[src/rtl/rtc_pkg.sv]
// Package: register indices, bit positions and the time record shared by
// the clock register port and its sub-blocks.
package rtc_pkg;
    localparam int IDX_W = 7;

    localparam logic [IDX_W-1:0] IX_SEC   = 7'd0;
    localparam logic [IDX_W-1:0] IX_ASEC  = 7'd1;
    localparam logic [IDX_W-1:0] IX_MIN   = 7'd2;
    localparam logic [IDX_W-1:0] IX_AMIN  = 7'd3;
    localparam logic [IDX_W-1:0] IX_HR    = 7'd4;
    localparam logic [IDX_W-1:0] IX_AHR   = 7'd5;
    localparam logic [IDX_W-1:0] IX_DATE0 = 7'd6;
    localparam int               DATE_N   = 4;
    localparam logic [IDX_W-1:0] IX_A     = 7'd10;
    localparam logic [IDX_W-1:0] IX_B     = 7'd11;
    localparam logic [IDX_W-1:0] IX_C     = 7'd12;
    localparam logic [IDX_W-1:0] IX_D     = 7'd13;
    localparam logic [IDX_W-1:0] NUM_REGS = 7'd14;

    localparam int BIT_FRZ  = 7;  // register B: freeze bit
    localparam int BIT_UIP  = 7;  // register A: update in progress
    localparam int BIT_IRQF = 7;  // register C: interrupt summary
    localparam int EN_LO    = 4;  // enables / flags occupy bits 6:4

    typedef struct packed {
        logic [7:0] hr;
        logic [7:0] min;
        logic [7:0] sec;
    } hms_t;
endpackage

[src/rtl/rtc_time_core.sv]
// Time counter: holds seconds, minutes and hours. It advances them in
// binary when adv is high and wraps each field at its limit with a carry.
// A field write takes priority over the advance for that field only.
// Assumes adv is already gated by the freeze bit.
module rtc_time_core
    import rtc_pkg::*;
#(
    parameter int SEC_MAX = 59,
    parameter int MIN_MAX = 59,
    parameter int HR_MAX  = 23
) (
    input  logic       clk,
    input  logic       rst_n,
    input  logic       adv,
    input  logic       wr_sec,
    input  logic       wr_min,
    input  logic       wr_hr,
    input  logic [7:0] wdata,
    output hms_t       cur,
    output hms_t       nxt
);
    localparam logic [7:0] SEC_LIM = 8'(SEC_MAX);
    localparam logic [7:0] MIN_LIM = 8'(MIN_MAX);
    localparam logic [7:0] HR_LIM  = 8'(HR_MAX);

    logic sec_wrap, min_wrap, hr_wrap;

    // Next time after one second, with the carry chain.
    always_comb begin
        sec_wrap = (cur.sec >= SEC_LIM);
        min_wrap = (cur.min >= MIN_LIM);
        hr_wrap  = (cur.hr  >= HR_LIM);
        nxt.sec  = sec_wrap ? 8'd0 : cur.sec + 8'd1;
        nxt.min  = !sec_wrap ? cur.min : (min_wrap ? 8'd0 : cur.min + 8'd1);
        nxt.hr   = !(sec_wrap && min_wrap) ? cur.hr : (hr_wrap ? 8'd0 : cur.hr + 8'd1);
    end

    // Time registers: advance, then let software writes override fields.
    always_ff @(posedge clk) begin
        if (!rst_n) begin
            cur <= '0;
        end else begin
            if (adv)    cur     <= nxt;
            if (wr_sec) cur.sec <= wdata;
            if (wr_min) cur.min <= wdata;
            if (wr_hr)  cur.hr  <= wdata;
        end
    end


    sec_wrap_chk: assert property (@(posedge clk) disable iff (!rst_n)
        adv && !wr_sec && !wr_min && cur.sec == SEC_LIM && cur.min < MIN_LIM
        |=> cur.sec == 8'd0 && cur.min == $past(cur.min) + 8'd1);
endmodule

[src/rtl/rtc_alarm_cmp.sv]
// Alarm comparator: reports when the time about to be loaded equals the
// stored alarm time in all three fields. Purely combinational.
module rtc_alarm_cmp
    import rtc_pkg::*;
(
    input  hms_t nxt_t,
    input  hms_t alm_t,
    output logic hit
);
    // Match all three fields.
    always_comb hit = (nxt_t.sec == alm_t.sec) && (nxt_t.min == alm_t.min)
                      && (nxt_t.hr == alm_t.hr);
endmodule

[src/rtl/rtc_status.sv]
// Status logic: holds the PF/AF/UF flags and the UIP bit. It clears the
// flags on a read of the status register, with new events taking priority
// over that clear, and combines the flags with the enables into IRQF.
// Flags and enables use the order {periodic, alarm, update}.
module rtc_status (
    input  logic       clk,
    input  logic       rst_n,
    input  logic       upd_soon,
    input  logic       tick,
    input  logic       frozen,
    input  logic       frz_wr,
    input  logic       rd_clr,
    input  logic [2:0] evt,
    input  logic [2:0] en,
    output logic [2:0] flags,
    output logic       irqf,
    output logic       uip
);
    // Flag register: clear on read, events set.
    always_ff @(posedge clk) begin
        if (!rst_n) flags <= '0;
        else        flags <= (rd_clr ? 3'b000 : flags) | evt;
    end

    // UIP: armed by the divider warning, dropped by the update or by freeze.
    always_ff @(posedge clk) begin
        if (!rst_n)                uip <= 1'b0;
        else if (frz_wr || tick)   uip <= 1'b0;
        else if (upd_soon && !frozen) uip <= 1'b1;
    end

    // Interrupt summary.
    always_comb irqf = |(flags & en);


    rd_clr_chk: assert property (@(posedge clk) disable iff (!rst_n)
        rd_clr && evt == 3'b000 |=> flags == 3'b000);

    frz_uip_chk: assert property (@(posedge clk) disable iff (!rst_n)
        frz_wr |=> !uip);

    pf_set_chk: assert property (@(posedge clk) disable iff (!rst_n)
        evt[2] |=> flags[2]);
endmodule

[src/rtl/rtc_index_port.sv]
// Clock register port: an index/data port pair in front of the time core,
// the alarm comparator and the status logic. It also holds the index,
// register A (low bits), register B, the alarm time and the date bytes.
// Read data is registered and valid in the cycle after the read strobe.
// Assumes single-cycle strobes from a bus master in this clock domain.
module rtc_index_port
    import rtc_pkg::*;
#(
    parameter int SEC_MAX = 59,
    parameter int MIN_MAX = 59,
    parameter int HR_MAX  = 23
) (
    input  logic       clk,
    input  logic       rst_n,
    input  logic       port_sel,
    input  logic       wr_en,
    input  logic       rd_en,
    input  logic [7:0] wdata,
    output logic [7:0] rdata,
    input  logic       upd_soon,
    input  logic       tick_1hz,
    input  logic       per_evt,
    output logic       irq
);
    logic [IDX_W-1:0] idx_q;
    logic [6:0]       a_lo;
    logic [7:0]       reg_b;
    hms_t             alm_q, cur_t, nxt_t;
    logic [7:0]       date_rd [DATE_N];
    logic             dwr_ok, frozen, adv, hit, rd_clr, frz_wr, irqf, uip;
    logic             wr_sec, wr_min, wr_hr;
    logic [2:0]       flags;
    logic [7:0]       rd_val;

    // Strobe decode.
    always_comb begin
        dwr_ok = wr_en && port_sel && (idx_q < NUM_REGS);
        frozen = reg_b[BIT_FRZ];
        adv    = tick_1hz && !frozen;
        rd_clr = rd_en && port_sel && (idx_q == IX_C);
        frz_wr = dwr_ok && (idx_q == IX_B) && wdata[BIT_FRZ];
        wr_sec = dwr_ok && (idx_q == IX_SEC);
        wr_min = dwr_ok && (idx_q == IX_MIN);
        wr_hr  = dwr_ok && (idx_q == IX_HR);
    end

    // Index register and writable control/alarm registers.
    always_ff @(posedge clk) begin
        if (!rst_n) begin
            idx_q <= '0;
            a_lo  <= '0;
            reg_b <= '0;
            alm_q <= '0;
        end else begin
            if (wr_en && !port_sel) idx_q <= wdata[IDX_W-1:0];
            if (dwr_ok) begin
                case (idx_q)
                    IX_A:    a_lo      <= wdata[6:0];
                    IX_B:    reg_b     <= wdata;
                    IX_ASEC: alm_q.sec <= wdata;
                    IX_AMIN: alm_q.min <= wdata;
                    IX_AHR:  alm_q.hr  <= wdata;
                    default: ;
                endcase
            end
        end
    end

    // Date bytes: plain storage, one register per index.
    for (genvar g = 0; g < DATE_N; g++) begin : g_date
        logic [7:0] q;
        // Store one date byte.
        always_ff @(posedge clk) begin
            if (!rst_n)                                      q <= '0;
            else if (dwr_ok && idx_q == IX_DATE0 + 7'(g))    q <= wdata;
        end
        assign date_rd[g] = q;
    end

    rtc_time_core #(.SEC_MAX(SEC_MAX), .MIN_MAX(MIN_MAX), .HR_MAX(HR_MAX)) u_time (
        .clk(clk), .rst_n(rst_n), .adv(adv), .wr_sec(wr_sec), .wr_min(wr_min),
        .wr_hr(wr_hr), .wdata(wdata), .cur(cur_t), .nxt(nxt_t)
    );

    rtc_alarm_cmp u_alarm (.nxt_t(nxt_t), .alm_t(alm_q), .hit(hit));

    rtc_status u_stat (
        .clk(clk), .rst_n(rst_n), .upd_soon(upd_soon), .tick(tick_1hz),
        .frozen(frozen), .frz_wr(frz_wr), .rd_clr(rd_clr),
        .evt({per_evt, adv && hit, adv}), .en(reg_b[EN_LO+2:EN_LO]),
        .flags(flags), .irqf(irqf), .uip(uip)
    );

    // Read multiplexer for the data port.
    always_comb begin
        rd_val = 8'h00;
        case (idx_q)
            IX_SEC:  rd_val = cur_t.sec;
            IX_MIN:  rd_val = cur_t.min;
            IX_HR:   rd_val = cur_t.hr;
            IX_ASEC: rd_val = alm_q.sec;
            IX_AMIN: rd_val = alm_q.min;
            IX_AHR:  rd_val = alm_q.hr;
            IX_A:    rd_val = {uip, a_lo};
            IX_B:    rd_val = reg_b;
            IX_C:    rd_val = {irqf, flags, 4'b0000};
            default: begin
                for (int g = 0; g < DATE_N; g++)
                    if (idx_q == IX_DATE0 + 7'(g)) rd_val = date_rd[g];
            end
        endcase
    end

    // Registered read data; the index port reads as all ones.
    always_ff @(posedge clk) begin
        if (!rst_n)     rdata <= '0;
        else if (rd_en) rdata <= port_sel ? rd_val : 8'hFF;
    end

    assign irq = irqf;


    oob_wr_chk: assert property (@(posedge clk) disable iff (!rst_n)
        wr_en && port_sel && idx_q >= NUM_REGS |=> $stable(reg_b) && $stable(alm_q));

    freeze_chk: assert property (@(posedge clk) disable iff (!rst_n)
        frozen && !wr_sec && !wr_min && !wr_hr |=> $stable(cur_t));

    uip_ro_chk: assert property (@(posedge clk) disable iff (!rst_n)
        dwr_ok && idx_q == IX_A && !tick_1hz && !upd_soon |=> uip == $past(uip));

    en_raise_chk: assert property (@(posedge clk) disable iff (!rst_n)
        dwr_ok && idx_q == IX_B && wdata[EN_LO] && flags[0] && !rd_clr |=> irq);
endmodule

[config.mk]
export PLATFORM = sky130hd
export DESIGN_NAME = rtc_index_port
export DESIGN_NICKNAME = d
export VERILOG_FILES = /design/src/rtl/rtc_pkg.sv /design/src/rtl/rtc_time_core.sv /design/src/rtl/rtc_alarm_cmp.sv /design/src/rtl/rtc_status.sv /design/src/rtl/rtc_index_port.sv
export SDC_FILE = /design/constraint.sdc
export NUM_CORES = 1
export LEC_CHECK = 0
export CAP_MARGIN = 20
export CORE_MARGIN = 1.5
export CORE_UTILIZATION = 65
export CTS_CLUSTER_DIAMETER = 150
export CTS_CLUSTER_SIZE = 40
export DETAILED_ROUTE_END_ITERATION = 10
export DONT_BUFFER_PORTS = 1
export GPL_ROUTABILITY_DRIVEN = 0
export GPL_TIMING_DRIVEN = 0
export PLACE_DENSITY = 0.81
export SLEW_MARGIN = 20
export SYNTH_ARGS = -nofsm -noshare
export SYNTH_HDL_FRONTEND = slang
export SYNTH_SLANG_ARGS = --single-unit
export TNS_END_PERCENT = 5
[constraint.sdc]
create_clock -name clk -period 4 [get_ports clk]
set_input_delay 0.4 -clock clk [delete_from_list [all_inputs] [get_ports clk]]
set_output_delay 0.4 -clock clk [all_outputs]
set_load 0.05 [all_outputs]
Word level (Yosys, flattened, before mapping). Index checks and enable logic that the tools add are counted.

Flip-flop bits (word level): 114. Bits in latches: 0. Memory bits (writable): 0. Bits in read-only memories: 0. Input bits: 16. Memories kept: 0.

Add/sub/neg operators: 3. $mul: 0. Divide/modulo/power cells: 0. Order comparisons: 4. Equal/unequal tests: 15. Shifts and indexed selects: 0. Muxes and demuxes: 16. Bitwise logic cells: 3. Reduce and logical (&&, ||, !) cells: 34.

Operators with widths (count): two-way mux 8 bit (13); case mux 8 bit (9 select lines) (1); == test 7 x 4 -> 1 bit (second input constant) (5); == test 7 x 3 -> 1 bit (second input constant) (4); adder 8 x 1 -> 8 bit (second input constant) (3); == test 8 bit (3); two-way mux 24 bit (1); logical AND 1 bit (20); greater-or-equal comparator 8 x 6 -> 1 bit (second input constant) (2); == test 7 x 2 -> 1 bit (second input constant) (2); AND reduction 2 bit (5); greater-or-equal comparator 8 x 5 -> 1 bit (second input constant) (1); == test 7 x 1 -> 1 bit (second input constant) (1); logical NOT 7 bit (1); less-than comparator 7 x 4 -> 1 bit (second input constant) (1); nonzero test 2 bit (3); bitwise AND 3 bit (1); two-way mux 3 bit (1); OR 3 bit (1); OR reduction 3 bit (1); logical NOT 1 bit (2); OR reduction 2 bit (1); logical OR 1 bit (1); NOT 1 bit (1).

Depth between registers and ports, before layout.
Word-level depth: 8. Mapped depth: 9.

Cells and area by module. A second synthesis with hierarchy kept.

Cells, all modules: 746. Area total of the unflattened synthesis: 6650.1 um^2.

By module, submodules not included: rtc_index_port (instances 1, cells each 473, area each 4478.0 um^2, sequential area each 1721.7 um^2); rtc_time_core (instances 1, cells each 226, area each 1752.9 um^2, sequential area each 480.5 um^2); rtc_alarm_cmp (instances 1, cells each 32, area each 264.0 um^2, sequential area each 0.0 um^2); rtc_status (instances 1, cells each 15, area each 155.1 um^2, sequential area each 80.1 um^2).

Least setup slack after synthesis. Ideal clock, no wire load.

Kind: flip-flop to flip-flop. Start point: register u_time.cur[0] (netlist name). End point: register u_stat.flags[1]. Arrival time: 2.409 ns. Required time: 3.913 ns. Slack: 1.504 ns. Stages on the path, launching flop included: 9. Path buffers: 0. Cell sequence: dfxtp_1 -> ha_1 -> o2111a_2 -> o22ai_4 -> or4_4 -> nand3_2 -> nand4b_1 -> or4_1 -> o31ai_1.

Word-level cells in the longest chain between the ends: 7. Elaborated cells between the ends (all ways): 13. Classes of those cells: 1 x add/sub; 1 x order compare; 3 x eq/ne; 3 x mux; 1 x bitwise; 4 x reduce/logical.

RTL lines: from (decl) (line rtc_time_core.sv:19) `output hms_t cur,`; from (signal assigned) (line rtc_time_core.sv:43) `if (adv) cur <= nxt;`; adder 8 x 1 -> 8 bit or greater-or-equal comparator 8 x 6 -> 1 bit (tied branches) (line rtc_time_core.sv:33, rtc_time_core.sv:30); two-way mux 8 bit, or another cell as far along (line rtc_time_core.sv:33) `nxt.sec = sec_wrap ? 8'd0 : cur.sec + 8'd1;`; == test 8 bit or two-way mux 8 bit (tied branches) (line rtc_alarm_cmp.sv:11, rtc_time_core.sv:35); logical AND 1 bit or == test 8 bit (tied branches) (line rtc_alarm_cmp.sv:11, rtc_alarm_cmp.sv:12); logical AND 1 bit (*) (line rtc_alarm_cmp.sv:12) `&& (nxt_t.hr == alm_t.hr);`; logical AND 1 bit (*) (line rtc_index_port.sv:90) `.evt({per_evt, adv && hit, adv}), .en(reg_b[EN_LO+2:EN_LO]),`; OR 3 bit (*) (line rtc_status.sv:22) `else flags <= (rd_clr ? 3'b000 : flags) | evt;`; to (signal assigned) (line rtc_status.sv:22); to (decl) (line rtc_status.sv:15) `output logic [2:0] flags,`.

Mark *: on every way between the ends. The rest lies on a longest branch, timed or not. A chain may end at the register's enable or synchronous reset.

Final worst setup path.
Start point: register idx_q[6]. End point: register g_date[3].q[0].

Word-level cells in the longest chain between the ends: 3. Elaborated cells between the ends (all ways): 4. Classes of those cells: 1 x order compare; 1 x eq/ne; 2 x reduce/logical.

RTL lines: from (decl) (line rtc_index_port.sv:25) `logic [IDX_W-1:0] idx_q;`; from (signal assigned) (line rtc_index_port.sv:55) `if (wr_en && !port_sel) idx_q <= wdata[IDX_W-1:0];`; less-than comparator 7 x 4 -> 1 bit (line rtc_index_port.sv:37) `dwr_ok = wr_en && port_sel && (idx_q < NUM_REGS);`; logical AND 1 bit (line rtc_index_port.sv:37); logical AND 1 bit (*) (line rtc_index_port.sv:75) `else if (dwr_ok && idx_q == IX_DATE0 + 7'(g)) q <= wdata;`; to (signal assigned) (line rtc_index_port.sv:75); to (decl) (line rtc_index_port.sv:71) `logic [7:0] q;`.

Marks and branches as above.

==> impl_results.md <==
- Status: completed
- Die Y: 100 um
- Worst path bufs/invs: 2
- Maximum vdd ir drop: ~0.27 mV
- Worst Path Max Fanout: 10
- Yosys cell types: between 50 and 60
- Vias in the first global route: 5960
- Crit path top cell by count: nand3_1
- Worst path slowest cell: a31oi_2
- Synthesized area per cell: 8.05 um^2
- Finish-stage setup viols: 0
- CTS tree: built
- Most frequent cells in the layout: dfxtp_1, nand2_1, nand3_1
- Final nets: 805
- Leak: 2.34 nW
- Postcts setup bufs: 0
- Yosys warning count: 0
- Critical Path, Cell by Cell: nor3_2 -> nand3_1 -> a31oi_2 -> clkbuf_1 -> buf_1 -> nand3_1 -> a21boi_0
- # placed instances: 877
- Max Cap Viol: 0
- DIE WIDTH: 100 um
- Delay-heaviest family, CP: buffers and inverters
- WP data required: 4.46 ns
- Post-synth EDFFs: 0
- FMAX: between 300 and 400 MHz
- RSZ-0062 raised after global routing: false
- Clock tree sinks: between 100 and 150
- Primary FF master, synth: dfxtp_1
- Critical path type: reg -> reg
- Total Routing Usage GR: 43.4%
- Crit end category: register
- Fin util: 74.8%
- First-pass DRT Iterations: 8
- Starting Density: 67.0%
- Clk root buf: clkbuf_8
- Clock slew at reported path FFs: around 0.06 ns
- Largest net degree at the start of global routing: 17
- Yosys reg bits: about 110
- Post-Synthesis Cells: 766
- Global-route wire length before repair: between 30000 and 40000 um
- Worst Skew: 0.00776 ns
- Min-delay worst type: in -> reg
- Hold Slack: approximately 0.013 ns
- Wire length per cell: approximately 23 um
- I/O Pins: 25
- I/O Buffers: 0
- Most common cell after layout, fill and taps aside: dfxtp_1
- Layout cell share with drive strength beyond 1: around 6.1%
- Total Wirelength: 21300 um
- Syn_nets: 785
- Min Tclk post-route: 3.05 ns
- Slew margin rel.: 35.0%
- Routed Antenna Nets: 0
- TNS Setup: 0 ns
- Hold_buf cts: 1
- Area Overhead vs Synth: 11.7%
- Clock Latency Late Sink: 0.54 ns
- Max-slew violations: 0
- Post-cts sizing count: 0
- Pwr dens: 425 mW/mm^2
- Final Hold Viols: 0
- Sequential area share after synthesis: 37.0%
- DRC: 0
- Element type at the critical path start: register
- Vias per cell: between 7 and 8
- DPL Wire Length: around 15000 um
- Drt initial violations: 984
- Final Power: between 0.002 and 0.003 W
- Core area: 0.00920 mm^2
- Grt ovf: 0
- Initial antenna violation count: 0
- Bufs on Longest Clock Path: 2
- Finished Layout Cells: 910
- R2R Setup Slk: about 0.95 ns
- Measured slew at the worst slew-check pin: 0.975 ns
- Via count: 6487
- Row count: 35
- Worst path arrival time: 3.51 ns
- Worst path max stage delay: 0.63 ns
- H-tree levels: 4
- Area of the die: 0.0101 mm^2
- Ys async rst share: 0%
- # diodes: 0
- CTS buffer count: 17
- Post-Synthesis Cell Area: 0.00616 mm^2
- Fin crit share: 76.3%
==> logic make-up (layout without fill, tap and decap cells) <==
kind of cell	count (synthesis)	count (layout)	share of synthesized area, %
simple gates	295	295	22.8
buf+inv	72	105	4.69
flops	114	114	37.0
compound gates	226	226	26.1
fa+ha+maj	3	3	0.609
mux	40	40	6.49
xor+xnor	16	16	2.27
==> area by class of cell <==
type	count	area, um^2
timing repair buffer	1	10.0
buffer	62	251
inverter	10	37.5
tap	111	139
multi-input combinational	580	3600
clock buffer	17	414
sequential	114	2280
fill	668	2310
clock inverter	15	149
==> synth_stat cells (all sizes together), types with 3 or more instances <==
master / n / share of area, %
or4: 3 / 0.43
o211a: 12 / 1.9
xor2: 9 / 1.3
a211oi: 3 / 0.37
o21ai: 39 / 3.2
nand2b: 7 / 0.71
o22ai: 7 / 0.93
a2111oi: 4 / 0.57
dfxtp: 114 / 37
a21o: 3 / 0.37
nor4: 6 / 0.61
xnor2: 7 / 0.99
ha: 3 / 0.61
nand3: 77 / 6.3
mux2i: 40 / 6.5
nor2b: 26 / 2.6
o211ai: 5 / 0.61
o221ai: 4 / 0.57
clkbuf: 52 / 3.2
buf: 10 / 0.91
a21oi: 34 / 2.8
inv: 10 / 0.61
nor2: 36 / 2.2
nand4: 3 / 0.30
nand4b: 3 / 0.43
nand2: 111 / 6.8
and2: 3 / 0.30
nor3: 10 / 0.89
a221oi: 4 / 0.57
a21boi: 63 / 7.7
a22o: 6 / 0.85
a222oi: 7 / 1.1
a31oi: 11 / 1.1
a22oi: 10 / 1.2
==> metal layers <==
layer | vias to the layer above | wire length, um | track usage [%]
li1 | 2824 | - | -
met1 | 3007 | 7860 | 55.3
met2 | 514 | 8900 | 63.8
met3 | 142 | 3140 | 15.0
met4 | 0 | 1430 | 25.4
met5 | - | 0 | 0
==> worst paths after layout <==
check	start	endpoint	depth (start not counted)
hold / removal	per_evt	u_stat.flags[2]$_SDFF_PN0_	2
setup / recovery	idx_q[6]$_SDFFE_PN0P_	g_date[3].q[0]$_SDFFE_PN0P_	7
hold reg to reg	g_date[2].q[3]$_SDFFE_PN0P_	g_date[2].q[3]$_SDFFE_PN0P_	2
setup reg to reg	idx_q[6]$_SDFFE_PN0P_	g_date[3].q[0]$_SDFFE_PN0P_	7
==> per-stage QoR <==
step	instance area (um^2)	worst slack, ns
floorplan	6160	1.50
global placement	6300	1.08
detailed placement	6300	0.929
CTS	6880	0.877
global route	6880	0.879
finish	6880	0.949
==> worst reg2reg max path: cells and delay by family (launching register included) <==
family                 cells  cell delay, ns
AO/OA/AOI/OAI              2            0.85
buffers and inverters      2            0.98
flip-flops                 1            0.33
AND/OR/NAND/NOR            3            0.82
==> where the power goes <==
part	leakage, nW	internal [W]	switching, W	total [W]
logic	1.14	0.0000852	0.000178	0.000263
registers	0.923	0.00116	0.0000452	0.00120
clock network	0.271	0.000842	0.000618	0.00146
==> sequential cells by signal, summed over array words and instances (netlist names) <==
signal	cells
u_stat.flags	3
idx_q	7
g_date.q	32
u_time.cur	24
rdata	8
a_lo	7
u_stat.uip	1
alm_q	24
reg_b	8
(Power assumes the default switching activity.)
